--- src/rtl/hsb_pkg.sv ---
package hsb_pkg;
  localparam logic [1:0] OFS_DATA = 2'd0;
  localparam logic [1:0] OFS_RXN  = 2'd1;
  localparam logic [1:0] OFS_TXN  = 2'd2;
  localparam logic [1:0] OFS_CFG  = 2'd3;

  typedef enum logic [1:0] {
    BRK_IDLE = 2'd0,
    BRK_PEND = 2'd1,
    BRK_ON   = 2'd2
  } brk_st_t;
endpackage

--- src/rtl/hsb_fifo.sv ---
module hsb_fifo #(
  parameter int W     = 8,
  parameter int DEPTH = 16,
  localparam int AW   = (DEPTH > 2) ? $clog2(DEPTH) : 1,
  localparam int CW   = $clog2(DEPTH + 1)
) (
  input  logic          clk,
  input  logic          rst_n,
  input  logic          flush,
  input  logic          push,
  input  logic [W-1:0]  din,
  input  logic          pop,
  output logic [W-1:0]  dout,
  output logic [CW-1:0] cnt,
  output logic          full,
  output logic          empty
);
  localparam logic [AW-1:0] LAST = AW'(DEPTH - 1);
  localparam logic [CW-1:0] FULLC = CW'(DEPTH);

  logic [W-1:0]  mem [DEPTH];
  logic [AW-1:0] wptr, rptr, wptr_n, rptr_n;
  logic [CW-1:0] cnt_n;
  logic          push_ok, pop_ok;

  assign full    = (cnt == FULLC);
  assign empty   = (cnt == '0);
  assign push_ok = push & ~full & ~flush;
  assign pop_ok  = pop & ~empty & ~flush;
  assign dout    = mem[rptr];

  function automatic logic [AW-1:0] step(input logic [AW-1:0] p);
    return (p == LAST) ? '0 : p + AW'(1);
  endfunction

  always_comb begin
    wptr_n = wptr;
    rptr_n = rptr;
    cnt_n  = cnt;
    if (flush) begin
      wptr_n = '0;
      rptr_n = '0;
      cnt_n  = '0;
    end else begin
      if (push_ok) wptr_n = step(wptr);
      if (pop_ok)  rptr_n = step(rptr);
      cnt_n = cnt + CW'(push_ok) - CW'(pop_ok);
    end
  end

  always_ff @(posedge clk or negedge rst_n) begin
    if (!rst_n) begin
      wptr <= '0;
      rptr <= '0;
      cnt  <= '0;
    end else begin
      wptr <= wptr_n;
      rptr <= rptr_n;
      cnt  <= cnt_n;
    end
  end

  always_ff @(posedge clk) begin
    if (push_ok) mem[wptr] <= din;
  end
endmodule

--- src/rtl/hsb_brk.sv ---
module hsb_brk
  import hsb_pkg::*;
#(
  parameter int UNIT_CLKS = 2_000_000,
  localparam int PW = (UNIT_CLKS > 1) ? $clog2(UNIT_CLKS) : 1
) (
  input  logic       clk,
  input  logic       rst_n,
  input  logic       cmd_we,
  input  logic [7:0] cmd_val,
  input  logic       tx_busy,
  output brk_st_t    st,
  output logic       line_brk
);
  localparam logic [PW-1:0] PRE_LAST = PW'(UNIT_CLKS - 1);

  brk_st_t       st_n;
  logic [7:0]    units, units_n;
  logic [PW-1:0] pre, pre_n;

  assign line_brk = (st == BRK_ON);

  always_comb begin
    st_n    = st;
    units_n = units;
    pre_n   = pre;
    if (cmd_we) begin
      if (cmd_val == 8'd0) begin
        st_n = BRK_IDLE;
      end else if (st == BRK_ON) begin
        units_n = cmd_val;
        pre_n   = '0;
      end else begin
        st_n    = BRK_PEND;
        units_n = cmd_val;
      end
    end else begin
      case (st)
        BRK_PEND: begin
          if (!tx_busy) begin
            st_n  = BRK_ON;
            pre_n = '0;
          end
        end
        BRK_ON: begin
          if (pre == PRE_LAST) begin
            pre_n = '0;
            if (units == 8'd1) st_n = BRK_IDLE;
            else               units_n = units - 8'd1;
          end else begin
            pre_n = pre + PW'(1);
          end
        end
        default: ;
      endcase
    end
  end

  always_ff @(posedge clk or negedge rst_n) begin
    if (!rst_n) begin
      st    <= BRK_IDLE;
      units <= '0;
      pre   <= '0;
    end else begin
      st    <= st_n;
      units <= units_n;
      pre   <= pre_n;
    end
  end
endmodule

--- src/rtl/hostser_bridge.sv ---
module hostser_bridge
  import hsb_pkg::*;
#(
  parameter int         DEPTH     = 16,
  parameter int         UNIT_CLKS = 2_000_000,
  parameter logic [7:0] CFG_RST   = 8'h06,
  localparam int        CW        = $clog2(DEPTH + 1)
) (
  input  logic       clk,
  input  logic       rst_n,
  input  logic       bus_req,
  input  logic       bus_we,
  input  logic [1:0] bus_addr,
  input  logic [7:0] bus_wdata,
  output logic [7:0] bus_rdata,
  output logic       bus_wait,
  output logic       tx_valid,
  output logic [7:0] tx_data,
  input  logic       tx_ready,
  input  logic       tx_busy,
  input  logic       rx_valid,
  input  logic [7:0] rx_data,
  output logic       line_brk,
  output logic [7:0] cfg_out,
  output logic       rx_ovf
);
  logic          rst_q1, rst_sn;
  logic          acc, wr, rd;
  logic          rx_flush, tx_flush, brk_start, brk_we;
  logic          rx_full, rx_empty, tx_full, tx_empty;
  logic [CW-1:0] rx_cnt, tx_cnt;
  logic [7:0]    rx_dout, tx_dout;
  logic [7:0]    cfg_q, cfg_n;
  logic          ovf_q, ovf_n;
  brk_st_t       brk_st;

  // reset: asserted at once, released through two flops
  always_ff @(posedge clk or negedge rst_n) begin
    if (!rst_n) begin
      rst_q1 <= 1'b0;
      rst_sn <= 1'b0;
    end else begin
      rst_q1 <= 1'b1;
      rst_sn <= rst_q1;
    end
  end

  assign bus_wait  = bus_req & bus_we & (bus_addr == OFS_DATA) &
                     (tx_full | (brk_st != BRK_IDLE));
  assign acc       = bus_req & ~bus_wait;
  assign wr        = acc & bus_we;
  assign rd        = acc & ~bus_we;
  assign rx_flush  = wr & (bus_addr == OFS_RXN) & bus_wdata[0];
  assign brk_we    = wr & (bus_addr == OFS_TXN);
  assign brk_start = brk_we & (bus_wdata != 8'd0);
  assign tx_flush  = (wr & (bus_addr == OFS_RXN) & bus_wdata[1]) | brk_start;
  assign tx_valid  = ~tx_empty & (brk_st == BRK_IDLE);
  assign tx_data   = tx_dout;
  assign cfg_out   = cfg_q;
  assign rx_ovf    = ovf_q;

  hsb_fifo #(.W(8), .DEPTH(DEPTH)) u_rxq (
    .clk(clk), .rst_n(rst_sn), .flush(rx_flush),
    .push(rx_valid), .din(rx_data),
    .pop(rd & (bus_addr == OFS_DATA)), .dout(rx_dout),
    .cnt(rx_cnt), .full(rx_full), .empty(rx_empty)
  );

  hsb_fifo #(.W(8), .DEPTH(DEPTH)) u_txq (
    .clk(clk), .rst_n(rst_sn), .flush(tx_flush),
    .push(wr & (bus_addr == OFS_DATA)), .din(bus_wdata),
    .pop(tx_valid & tx_ready), .dout(tx_dout),
    .cnt(tx_cnt), .full(tx_full), .empty(tx_empty)
  );

  hsb_brk #(.UNIT_CLKS(UNIT_CLKS)) u_brk (
    .clk(clk), .rst_n(rst_sn), .cmd_we(brk_we), .cmd_val(bus_wdata),
    .tx_busy(tx_busy), .st(brk_st), .line_brk(line_brk)
  );

  always_comb begin
    case (bus_addr)
      OFS_DATA: bus_rdata = rx_empty ? 8'h00 : rx_dout;
      OFS_RXN:  bus_rdata = 8'(rx_cnt);
      OFS_TXN:  bus_rdata = 8'(tx_cnt);
      default:  bus_rdata = cfg_q;
    endcase
  end

  always_comb begin
    cfg_n = cfg_q;
    if (wr && bus_addr == OFS_CFG) cfg_n = bus_wdata;
    ovf_n = ovf_q;
    if (rx_flush)                 ovf_n = 1'b0;
    else if (rx_valid && rx_full) ovf_n = 1'b1;
  end

  always_ff @(posedge clk or negedge rst_sn) begin
    if (!rst_sn) begin
      cfg_q <= CFG_RST;
      ovf_q <= 1'b0;
    end else begin
      cfg_q <= cfg_n;
      ovf_q <= ovf_n;
    end
  end
endmodule

--- config.mk ---
export PLATFORM = sky130hd
export DESIGN_NAME = hostser_bridge
export DESIGN_NICKNAME = d
export VERILOG_FILES = /design/src/rtl/hsb_pkg.sv /design/src/rtl/hsb_fifo.sv /design/src/rtl/hsb_brk.sv /design/src/rtl/hostser_bridge.sv
export SDC_FILE = /design/constraint.sdc
export NUM_CORES = 1
export LEC_CHECK = 0
export ABC_CLOCK_PERIOD_IN_PS = 4100
export BUFFER_PORTS_ARGS = -buffer_cell sky130_fd_sc_hd__buf_4
export CAP_MARGIN = 20
export CORE_ASPECT_RATIO = 1.2
export CORE_MARGIN = 2
export CORE_UTILIZATION = 41
export DETAILED_ROUTE_END_ITERATION = 10
export PLACE_DENSITY_LB_ADDON = 0.05
export SKIP_CTS_REPAIR_TIMING = 1
export SYNTH_ARGS = -nofsm -noshare
export SYNTH_HDL_FRONTEND = slang
export SYNTH_SLANG_ARGS = --single-unit
--- constraint.sdc ---
create_clock -name clk -period 4.1 [get_ports clk]
set_input_delay 0.41 -clock clk [delete_from_list [all_inputs] [get_ports clk]]
set_output_delay 0.41 -clock clk [all_outputs]
set_load 0.05 [all_outputs]
==> impl_metrics.csv <==
group,metric,value,unit
clocking,clk_path_buf_depth,3,
timing,setup_viol,0,
logic_synthesis,ys_ff_latch,324,
global_routing,grt_pass1_wl,52200,um
setup_path,r2r-start,"u_rxq.cnt[2]",
setup_path,critPathSlowestCell,"nor4b_1",
logic_synthesis,yosysSeqAreaShare,0.658,
logic_synthesis,synth_area,0.0143,mm2
final_layout,antenna_cells,0,
timing,period_minus_slack,3.27,ns
setup_path,end_kind,"register",
placement,port_buffers,52,
clocking,numCtsBuffers,35,
logic_synthesis,ys_warn_count,0,
global_routing,grt_max_degree,67,
routing,routed_wirelength,34300,um
global_routing,grt_use_total,0.193,
logic_synthesis,synth.net_count,1008,
setup_path,critPathMaxFanout,8,
clocking,cts_sinks,324,
logic_synthesis,yosysTopAreaCellShare,0.539,
logic_synthesis,synth.area.top_cells,"edfxtp_1 (54%), dfrtp_1 (12%), mux4_2 (7.6%)",
routing,top_layer,"met4",
setup_path,required,4.53,ns
hold_path,hold_class,"in -> reg",
setup_path,crit_chain,"inv_1 > ha_1 > nor4b_1 > nor4bb_1 > buf_4 > ha_1 > inv_1 > ha_1 > fa_1 > a21oi_1 > nor2_1 > or3_1 > a21oi_1",
routing,drt_iter0_drc,555,
logic_synthesis,yosysTopAreaCell,"edfxtp_1",
setup_path,critical_path_arrival,3.70,ns
floorplanning,core_area,0.0342,mm2
clocking,htree_levels,2,
clocking,clock_tree.root_cell,"clkbuf_16",
global_routing,antenna_found_initial,0,
floorplanning,initial_core_util,0.417,
setup_path,critical_path.max_stage_delay,0.60,ns
routing,drt_pass1_iterations,4,
power_and_ir_drop,vdd_drop_max,0.355,mV
floorplanning,num_io_pins,53,
final_layout,fill_cells,2969,
logic_synthesis,syn_inst,953,
routing,wl_met3,753,um
global_routing,grt_pass1_vias,8558,
timing,post-route-period-util,0.798,
floorplanning,row_count,74,
power_and_ir_drop,leakage,5.86,nW
routing,drc,0,
final_layout,syn2layout_area_growth,15.6,%
routing,wl_per_cell,22.7,um
logic_synthesis,avgSynthCellArea,15.0,um2
clocking,clk_pin_slew,0.06,ns
global_routing,grt-ovfl-total,0,
placement,dp_hpwl,22500,um
logic_synthesis,ys.flop_type,"edfxtp_1",
timing,slew_headroom,0.366,
routing,drt-met1-wl,14600,um
hold_path,hp-start,"rx_valid",
timing,rsz0062_at_grt,"false",
final_layout,nNetsFinal,1082,
clocking,insertion_delay,0.51,ns
logic_synthesis,synth.distinct_cells,66,
routing,vias,8232,
logic_synthesis,ys_async_sr_fraction,0.210,
logic_synthesis,synth_enable_flop_cells,256,
floorplanning,die_h,208,um
outcome,status,"completed",
placement,gp_congestion,0.779,
run,maxCapViolCount,0,
timing,setup_tns,0,ns
setup_path,start_kind,"register",
routing,via_per_inst,5.46,
floorplanning,die_area,0.0363,mm2
timing,drv_slew,0,
final_layout,final_cells,1508,
timing,hold_violations,0,
setup_path,crit_top_cell,"ha_1",
setup_path,critical_path_class,"reg -> reg",
floorplanning,die_w,174,um
timing,clock_skew,0.0154,ns
power_and_ir_drop,power_density,649,mW/mm2
routing,ant_nets,0,
routing,wl_met2,18200,um
clocking,cts_tree,"built",
timing,fmax,0.306,GHz
timing,worst_pin_slew,0.951,ns
placement,dp_cells,1445,
setup_path,critical_path.startpoint,"u_rxq.cnt[2]",
final_layout,drive_gt1_frac,0.218,
-- cell usage after synthesis (all sizes together), types with 24 or more instances --
cell type and number:
a21oi 40, inv 31, mux2i 39, mux4 48, a31oi 30, ha 28, o21ai 41, clkbuf 24
nand2 62, edfxtp 256, nor2 53, dfrtp 66
-- worst paths after layout --
check	end	slack [ns]	depth (start not counted)
setup / recovery	u_rxq.cnt[4]	0.83	13
hold / removal	rx_ovf	0.17	3
setup reg to reg	u_rxq.cnt[4]	0.83	13
hold reg to reg	rst_sn	0.35	0
max in group asynchronous	u_rxq.rptr[0]	2.96	0
min in group asynchronous	rst_sn	0.21	2
-- worst max-delay path, delay by kind of cell, from the launching register on --
| family | cells | cell delay [ns] |
|---|---|---|
| buffers and inverters | 3 | 0.34 |
| AO/OA/AOI/OAI | 2 | 0.31 |
| flip-flops | 1 | 0.38 |
| AND/OR/NAND/NOR | 4 | 1.13 |
| adder cells (fa/ha/maj) | 4 | 1.05 |
-- state kept, by name (all words and copies together) (netlist names) --
register     count
cfg_out          8
rst_q1           1
rst_sn           1
rx_ovf           1
u_brk.pre       21
u_brk.st         2
u_brk.units      8
u_rxq.cnt        5
u_rxq.mem      128
u_rxq.rptr       4
u_rxq.wptr       4
u_txq.cnt        5
u_txq.mem      128
u_txq.rptr       4
u_txq.wptr       4
-- final cells by class --
type | count | area, um2 | area share
Multi-Input combinational cell | 551 | 4550 | 0.276
Clock inverter | 14 | 194 | 0.0118
Inverter | 31 | 116 | 0.00705
Tap cell | 456 | 571 | 0.0346
Timing Repair Buffer | 84 | 658 | 0.0399
Clock buffer | 48 | 1010 | 0.0611
Sequential cell | 324 | 9400 | 0.570
-- layer usage --
layer,GRT usage,vias to the layer above
li1,-,3857
met1,0.238,4224
met2,0.350,112
met3,0.0261,39
met4,0.0562,0
met5,0,-
-- report_power, final --
group	internal [W]	switching, W
sequential	0.00387	0.000379
clock	0.00203	0.00125
combinational	0.00131	0.00186
-- through the flow --
step	total power (W)	setup slack, ns	hold WS, ns	cell area (um2)	utilization
finish	0.0107	0.828	0.171	16500	0.483
floorplan	0.00657	0.967	0.114	14300	-
global placement	0.00754	0.918	0.193	15300	0.447
global route	0.0112	0.637	0.152	16500	0.483
detailed placement	0.00754	0.871	0.193	15300	0.447
CTS	0.0109	0.788	-0.367	16500	0.482
-- cells by family after synthesis --
| group | after synthesis | synth area share |
|---|---|---|
| DFF | 324 | 0.658 |
| and+or+nand+nor | 230 | 0.0860 |
| AOI/OAI and AO/OA | 170 | 0.0766 |
| muxes | 110 | 0.122 |
| buffers and inverters | 78 | 0.0237 |
| adders and majority gates | 30 | 0.0274 |
| xor gates and xnor gates | 10 | 0.00614 |
| other | 1 | 0.000263 |
-- placed cells by master (no fill, tap or decap), types with 6 or more instances in the layout --
cell,instances
edfxtp_1,256
buf_4,81
dfrtp_1,63
nand2_1,62
nor2_1,53
mux4_2,48
o21ai_0,40
mux2i_1,39
a21oi_1,39
clkbuf_16,37
inv_1,30
a31oi_1,30
ha_1,28
mux2_2,22
nand3_1,21
and2_1,18
a22oi_1,17
nor3_1,15
and3_1,9
a221oi_1,8
xor2_1,7
o211ai_1,7
clkbuf_1,7
nor2b_1,6
nand4_1,6
Note: power is estimated with default switching activity, not from simulation.
